$ cat config.mk
export PLATFORM = sky130hd
export DESIGN_NAME = clk_count_guard
export DESIGN_NICKNAME = d
export VERILOG_FILES = /design/src/rtl/ccv_pkg.sv /design/src/rtl/ccv_edge_counter.sv /design/src/rtl/ccv_expect.sv /design/src/rtl/ccv_verdict.sv /design/src/rtl/clk_count_guard.sv
export SDC_FILE = /design/constraint.sdc
export NUM_CORES = 1
export LEC_CHECK = 0
export BUFFER_PORTS_ARGS = -buffer_cell sky130_fd_sc_hd__buf_2
export CAP_MARGIN = 20
export CORE_UTILIZATION = 58
export DETAILED_ROUTE_END_ITERATION = 7
export PLACE_DENSITY = 0.8
export SLEW_MARGIN = 20
export SYNTH_ARGS = -nofsm -noshare
export SYNTH_HDL_FRONTEND = slang
export SYNTH_SLANG_ARGS = --single-unit
$ cat constraint.sdc
create_clock -name clk -period 3.4 [get_ports clk]
set_input_delay 0.17 -clock clk [delete_from_list [all_inputs] [get_ports clk]]
set_output_delay 0.17 -clock clk [all_outputs]
set_load 0.05 [all_outputs]
$ cat src/rtl/ccv_pkg.sv
package ccv_pkg;
  localparam int CLS_W = 3;
  localparam logic [CLS_W-1:0] CLS_WORD = 3'd1;
  localparam logic [CLS_W-1:0] CLS_PAGE = 3'd2;
  localparam logic [CLS_W-1:0] CLS_CTRL = 3'd3;
  // start bit plus two opcode bits
  localparam int FRAME_PREFIX = 3;

  function automatic int cnt_width(int addr_w, int data_w, int max_words);
    return $clog2(FRAME_PREFIX + addr_w + max_words * data_w + 1) + 1;
  endfunction
endpackage

$ cat src/rtl/ccv_edge_counter.sv
module ccv_edge_counter #(
  parameter int CNT_W = 8
) (
  input  logic             clk,
  input  logic             rst_n,
  input  logic             sel,
  input  logic             rise,
  input  logic             start,
  output logic [CNT_W-1:0] cnt,
  output logic             armed
);
  localparam logic [CNT_W-1:0] CNT_MAX = '1;
  localparam logic [CNT_W-1:0] CNT_ONE = CNT_W'(1);

  always_ff @(posedge clk or negedge rst_n) begin
    if (!rst_n) begin
      cnt   <= '0;
      armed <= 1'b0;
    end else if (!sel) begin
      cnt   <= '0;
      armed <= 1'b0;
    end else if (!armed) begin
      if (start) begin
        cnt   <= CNT_ONE;
        armed <= 1'b1;
      end
    end else if (rise && cnt != CNT_MAX) begin
      cnt <= cnt + CNT_ONE;
    end
  end

  p_start_loads_one_r2: assert property (@(posedge clk) disable iff (!rst_n)
    (sel && !armed && start) |=> (armed && cnt == CNT_ONE));

  p_clear_on_deselect_r10: assert property (@(posedge clk) disable iff (!rst_n)
    !sel |=> (cnt == '0 && !armed));

  p_no_wrap_r11: assert property (@(posedge clk) disable iff (!rst_n)
    (sel && $past(sel) && $past(armed)) |-> (cnt >= $past(cnt)));
endmodule

$ cat src/rtl/ccv_expect.sv
module ccv_expect
  import ccv_pkg::*;
#(
  parameter int ADDR_W    = 8,
  parameter int DATA_W    = 16,
  parameter int MAX_WORDS = 4,
  parameter int CNT_W     = 8
) (
  input  logic [CLS_W-1:0] cls,
  input  logic [CNT_W-1:0] cnt,
  output logic             checked,
  output logic             match
);
  localparam logic [CNT_W-1:0] HDR_LEN  = CNT_W'(FRAME_PREFIX + ADDR_W);
  localparam logic [CNT_W-1:0] WORD_LEN = CNT_W'(FRAME_PREFIX + ADDR_W + DATA_W);
  localparam logic [CNT_W-1:0] WMAX     = CNT_W'(MAX_WORDS);
  localparam bit               D_POW2   = (DATA_W > 1) && ((DATA_W & (DATA_W - 1)) == 0);

  logic [CNT_W-1:0] body;
  logic [CNT_W-1:0] words;
  logic             rem_zero;
  logic             page_ok;

  assign body = cnt - HDR_LEN;

  generate
    if (D_POW2) begin : g_shift
      localparam int DLOG = $clog2(DATA_W);
      assign rem_zero = (body[DLOG-1:0] == '0);
      assign words    = body >> DLOG;
    end else begin : g_divide
      assign rem_zero = ((body % CNT_W'(DATA_W)) == '0);
      assign words    = body / CNT_W'(DATA_W);
    end
  endgenerate

  assign page_ok = (cnt >= WORD_LEN) && rem_zero && (words <= WMAX);

  always_comb begin
    checked = 1'b1;
    match   = 1'b0;
    unique case (cls)
      CLS_WORD: match = (cnt == WORD_LEN);
      CLS_PAGE: match = page_ok;
      CLS_CTRL: match = (cnt == HDR_LEN);
      default:  checked = 1'b0;
    endcase
  end
endmodule

$ cat src/rtl/ccv_verdict.sv
module ccv_verdict (
  input  logic clk,
  input  logic rst_n,
  input  logic sel,
  input  logic armed,
  input  logic checked,
  input  logic match,
  output logic commit_o,
  output logic abort_o
);
  logic sel_q;
  logic fall;

  assign fall = sel_q && !sel;

  always_ff @(posedge clk or negedge rst_n) begin
    if (!rst_n) begin
      sel_q    <= 1'b0;
      commit_o <= 1'b0;
      abort_o  <= 1'b0;
    end else begin
      sel_q    <= sel;
      commit_o <= fall && armed && checked && match;
      abort_o  <= fall && armed && checked && !match;
    end
  end

  p_exclusive_r9: assert property (@(posedge clk) disable iff (!rst_n)
    !(commit_o && abort_o));

  p_pulse_after_low_r9: assert property (@(posedge clk) disable iff (!rst_n)
    (commit_o || abort_o) |-> !$past(sel));

  p_single_cycle_r9: assert property (@(posedge clk) disable iff (!rst_n)
    (commit_o || abort_o) |=> !(commit_o || abort_o));

  p_unstarted_quiet_r8: assert property (@(posedge clk) disable iff (!rst_n)
    (sel_q && !sel && !armed) |=> !(commit_o || abort_o));

  p_unchecked_quiet_r7: assert property (@(posedge clk) disable iff (!rst_n)
    (sel_q && !sel && !checked) |=> !(commit_o || abort_o));
endmodule

$ cat src/rtl/clk_count_guard.sv
module clk_count_guard
  import ccv_pkg::*;
#(
  parameter int ADDR_W    = 8,
  parameter int DATA_W    = 16,
  parameter int MAX_WORDS = 4
) (
  input  logic             clk,
  input  logic             rst_n,
  input  logic             sel_i,
  input  logic             sclk_rise_i,
  input  logic             start_det_i,
  input  logic [CLS_W-1:0] cls_i,
  output logic             commit_o,
  output logic             abort_o
);
  localparam int CNT_W = cnt_width(ADDR_W, DATA_W, MAX_WORDS);

  logic [CNT_W-1:0] cnt;
  logic             armed;
  logic             checked;
  logic             match;

  ccv_edge_counter #(.CNT_W(CNT_W)) u_counter (
    .clk   (clk),
    .rst_n (rst_n),
    .sel   (sel_i),
    .rise  (sclk_rise_i),
    .start (start_det_i),
    .cnt   (cnt),
    .armed (armed)
  );

  ccv_expect #(
    .ADDR_W    (ADDR_W),
    .DATA_W    (DATA_W),
    .MAX_WORDS (MAX_WORDS),
    .CNT_W     (CNT_W)
  ) u_expect (
    .cls     (cls_i),
    .cnt     (cnt),
    .checked (checked),
    .match   (match)
  );

  ccv_verdict u_verdict (
    .clk      (clk),
    .rst_n    (rst_n),
    .sel      (sel_i),
    .armed    (armed),
    .checked  (checked),
    .match    (match),
    .commit_o (commit_o),
    .abort_o  (abort_o)
  );
endmodule

Word-level counts from Yosys, hierarchy flattened
Index checks and enable logic that the tools add are counted.

Register bits: 12.

Mux-type cells: 9. Reduce and logical (&&, ||, !) cells: 13. Equality and inequality tests: 8. Add/sub/neg operators: 2. Magnitude comparators: 2.

Operator list (count): $mux W8 (4); $add A8 B1 Y8 const B (1); $eq A8 B4 Y1 const B (1); $eq A8 B5 Y1 const B (1); $ge A8 B5 Y1 const B (1); $logic_and A1 B1 Y1 (8); $ne A8 B8 Y1 const B (1); $sub A8 B4 Y8 const B (1); $eq A3 B2 Y1 const B (2); $le A4 B3 Y1 const B (1); $logic_not A4 Y1 (1); $mux W1 (4); $eq A3 B1 Y1 const B (1); $ne A3 B1 Y1 const B (1); $ne A3 B3 Y1 const B (1); $pmux W1 S3 (1); $reduce_or A3 Y1 (1); $logic_not A1 Y1 (2); $reduce_and A2 Y1 (1).

Logic depth before layout (Yosys ltp)
Depth in word-level cells: 7. Mapped depth: 5. Depth with buffers taken out: 5.

Hierarchy
From an unflattened synthesis, not the netlist that was laid out.

Cells, all modules: 70. Area total of the unflattened synthesis: 701.9 sq um.

Modules (own cells, without submodules): ccv_edge_counter (cells each 51, area an instance 533.0 sq um, instances 1); ccv_verdict (cells each 7, area an instance 95.1 sq um, instances 1); ccv_expect (cells each 12, area an instance 73.8 sq um, instances 1).

Least setup slack after synthesis
No wires, ideal clock.

Kind: reg-to-reg. Start point: register u_counter.cnt[0]. End point: register u_counter.cnt[4]. Required time: 3.274 ns. Path buffers: 0. Path slack: 1.896 ns. Arrival: 1.378 ns. Cell stages (with the launch flop): 6. Cells stage by stage: dfrtp_1 ha_1 nand3_4 o211a_4 nor2_4 a221o_1.

Word-level cells in the longest chain between the ends: 4. Elaborated cells on any way between the ends: 8. Classes of those cells: add/sub (1); eq/ne (2); mux (3); reduce/logical (2).

Ends and longest elaborated chain: start: declaration (line ccv_edge_counter.sv:9) `output logic [CNT_W-1:0] cnt,`; start signal: assignment (line ccv_edge_counter.sv:28) `cnt <= cnt + CNT_ONE;`; $add A8 B1 Y8 or $ne A8 B8 Y1 (tied branches) (line ccv_edge_counter.sv:28, ccv_edge_counter.sv:27); $mux W8 or $logic_and A1 B1 Y1 (tied branches) (line ccv_edge_counter.sv:27) `end else if (rise && cnt != CNT_MAX) begin`; $mux W8 or $ne A3 B3 Y1 (tied branches); $mux W8 or $reduce_and A2 Y1 (tied branches).

Parallel ways exist; a longest one is shown, timed or not. The select of a mux whose other input is x is not followed. A chain may end at the register's enable or synchronous reset.

Worst setup path after layout
Start point: register u_counter.cnt[0]. End point: register u_verdict.abort_o.

Word-level cells in the longest chain between the ends: 7. Elaborated cells on any way between the ends: 11. Classes of those cells: add/sub (1); order compare (2); eq/ne (2); mux (1); reduce/logical (5).

Ends and longest elaborated chain: parallel branches: the longest is 4 deep, another holds $sub A8 B4 Y8; $pmux W1 S3 * (line ccv_expect.sv:42) `unique case (cls)`; $logic_not A1 Y1 * (line ccv_verdict.sv:24) `abort_o <= fall && armed && checked && !match;`; $logic_and A1 B1 Y1 * (line ccv_verdict.sv:24); end signal: assignment (line ccv_verdict.sv:24); end: declaration (line ccv_verdict.sv:9) `output logic abort_o`.

Every way passes the cells marked *.

==> impl_metrics.tcl <==
set metrics [dict create \
    status "complete, no violations" \
    antenna_cells 0 \
    seq_power_share 0.519 \
    vias_per_cell 6.63 \
    syn-instance-count 81 \
    place_congestion 0.838 \
    grt_pass1_wl_um 2910 \
    fillers 95 \
    htree_levels 1 \
    worst_slew_pin_slew_ns 0.449 \
    path_class "register to register" \
    cp-start-kind "register" \
    finClkSkew_ns 0.00279 \
    grtUsageTotal 0.312 \
    synthMuxAreaShare 0 \
    fin_ws_ns 1.75 \
    synth_area_per_cell_sq_um 9.47 \
    synth_top_area_cell "dfrtp_1" \
    die_x_um 38.4 \
    io_buffer_count 9 \
    synth_compound_area_frac 0.179 \
    synth_edf_count 0 \
    fin_crit_sh 0.486 \
    grt_max_degree 15 \
    synth_top_family_by_area "simple AND/OR/NAND/NOR gates" \
    max_freq_mhz 606 \
    rsz0062_at_grt "no" \
    wl_per_cell_um 17.4 \
    num_rows 12 \
    yosys.area_share.adder 0.0326 \
    final_nets 101 \
    cts_tree "done" \
    worstSetupEndpoint "u_verdict.abort_o" \
    ant_nets 0 \
    reg2reg_to "u_verdict.abort_o" \
    drc 0 \
    internal_power_uw 220 \
    clockPowerShare 0.392 \
    syn_area_sq_um 767 \
    start_util 0.655 \
    arrival_ns 1.82 \
    cellPowerDensity_nw_per_um2 344 \
    clk_latency_ns 0.28 \
    cts_setup_buffers 0 \
    hold_viol 0 \
    layout-drive-gt1-share 0.200 \
    fin_tns_setup_ns 0 \
    ff2ff_path_depth 5 \
    period_minus_slack_ns 1.65 \
    yosys_warnings 0 \
    area_growth_pct 10.3 \
    routed_wl_um 1810 \
    async_flop_share 1.00 \
    relSlewSlack 0.696 \
    antenna_found_initial 0 \
    drt_iter0_markers 30 \
    ys.flop_type "dfrtp_1" \
    yosys.area_share.simple 0.325 \
    drv_slew 0 \
    die_h_um 38.4 \
    preCtsSetupSlack_ns 1.78 \
    place_hpwl_um 1310 \
    cap_viol_max_count 0 \
    root_buffer "clkbuf_4" \
    dieArea_sq_um 1470 \
    crit_fanout 7 \
    ys_ff_latch 12 \
    p_comb_frac 0.089 \
    p_leak_uw 0.000377 \
    via_count 690 \
    synth_xor_area_frac 0.0228 \
    worstSetupStartpoint "u_counter.cnt[0]" \
    synth_cell_type_count 38 \
    cts.path.max_buffers 2 \
    hp-class "primary input to register" \
    end_kind "register" \
    cp_data_required_time_ns 3.57 \
    yosysMostFrequentCell "dfrtp_1" \
    swShare 0.243 \
    ys_top_cells_by_area "dfrtp_1 (39%), nand4_1 (4.1%), nor2_1 (3.4%)" \
    synth_nets 91 \
    cts_buffers 3 \
    r2r_slack_ns 1.75 \
    drt-pass1-iter-count 4 \
    timing.rr.start "u_counter.cnt[0]" \
    synth_commonest_cells "dfrtp_1 (12), nor2_1 (7), nand2_1 (6)" \
    synth_top_area_frac 0.392 \
    overflow 0 \
    finalSetupViolations 0 \
    io_pins 10 \
    ys_seq_area_frac 0.392 \
    clkSlewWorstSetupHoldPaths_ns 0.07 \
    ir_drop_mv 0.279 \
    whs_ns 0.131 \
    grt_pass1_vias 651 \
    core_sq_um 1170 \
    p_sw_uw 70.6 \
    cts_sinks 12 \
]
## worst min-delay path by stage
stage,slack [ns],cells after the start,start,to
finish,0.13,2,start_det_i,u_counter.cnt[5]
CTS,0.12,1,sel_i,u_verdict.sel_q
floorplan,-0.13,0,rst_n,u_counter.armed
global placement,0.06,1,rst_n,u_verdict.sel_q
detailed placement,0.06,1,rst_n,u_verdict.commit_o
global route,0.13,1,sel_i,u_verdict.sel_q
## through the flow
stage	std cells	utilization	power (uW)	cell area, sq um
after floorplan	81	-	167	767
after global placement	99	0.683	178	800
after detailed placement	99	0.683	178	800
after CTS	104	0.722	293	846
after global routing	104	0.722	301	846
final	104	0.722	291	846
## routing by layer
metal | vias up | GRT usage | share of wire
met5 | - | 0 | 0
met4 | 0 | 0.181 | 0.032
met3 | 10 | 0.0581 | 0.075
met2 | 39 | 0.559 | 0.49
met1 | 319 | 0.337 | 0.41
li1 | 322 | - | -
## flip-flops by register name, indices dropped and copies added (netlist names)
signal	count
u_counter.armed	1
u_verdict.commit_o	1
u_counter.cnt	8
u_verdict.sel_q	1
u_verdict.abort_o	1
## power by group through the flow
stage               Combinational, uW  Sequential, uW  Clock [uW]
floorplan                        15.0             152           0
global placement                 24.1             154           0
detailed placement               24.6             154           0
CTS                              25.5             151         116
global route                     28.4             152         121
finish                           25.8             151         114
## final cells by class
type | instances | area, sq um | share of cell area
Timing Repair Buffer | 10 | 55.1 | 0.0651
Inverter | 2 | 7.51 | 0.00888
Tap cell | 14 | 17.5 | 0.0207
Multi-Input combinational cell | 62 | 429 | 0.507
Clock buffer | 4 | 36.3 | 0.0429
Sequential cell | 12 | 300 | 0.355
## kinds of logic after synthesis
| group | count (synthesis) |
|---|---|
| XOR/XNOR | 2 |
| buffers and inverters | 7 |
| AND/OR/NAND/NOR | 42 |
| flip-flops | 12 |
| adder cells (fa/ha/maj) | 2 |
| AO/OA/AOI/OAI | 16 |
## cells in the final DEF, fill, tap and decap left out, drive strengths merged
cell,count
and3,2
xor2,1
nand3b,1
inv,2
buf,9
nor3,5
and3b,1
dlygate4sd3,1
nor2,9
nor2b,2
xnor2,1
nor4b,1
a221o,2
nor4,1
a311oi,1
a211o,2
a21o,1
a31oi,1
clkbuf,4
ha,2
nand3,5
nand4,5
a21bo,1
o2bb2ai,1
nand2,6
dfrtp,12
o21ai,1
o311ai,1
and4b,1
a21oi,3
o211a,1
and2b,1
o2111ai,1
nand2b,1
nand4b,1
## critical path: stages, from the launching register on
cell	delay (ns)
dfrtp_1	0.45
ha_1	0.29
and4b_1	0.24
o21ai_1	0.08
a211o_1	0.30
and3b_1	0.17
## timing repair
item,CTS,global route
hold endpoints to repair,12,0
endpoints found under the setup margin,0,0
gates resized for setup,0,0
hold buffers,1,0
No activity file was read; power rests on OpenSTA's default activity.
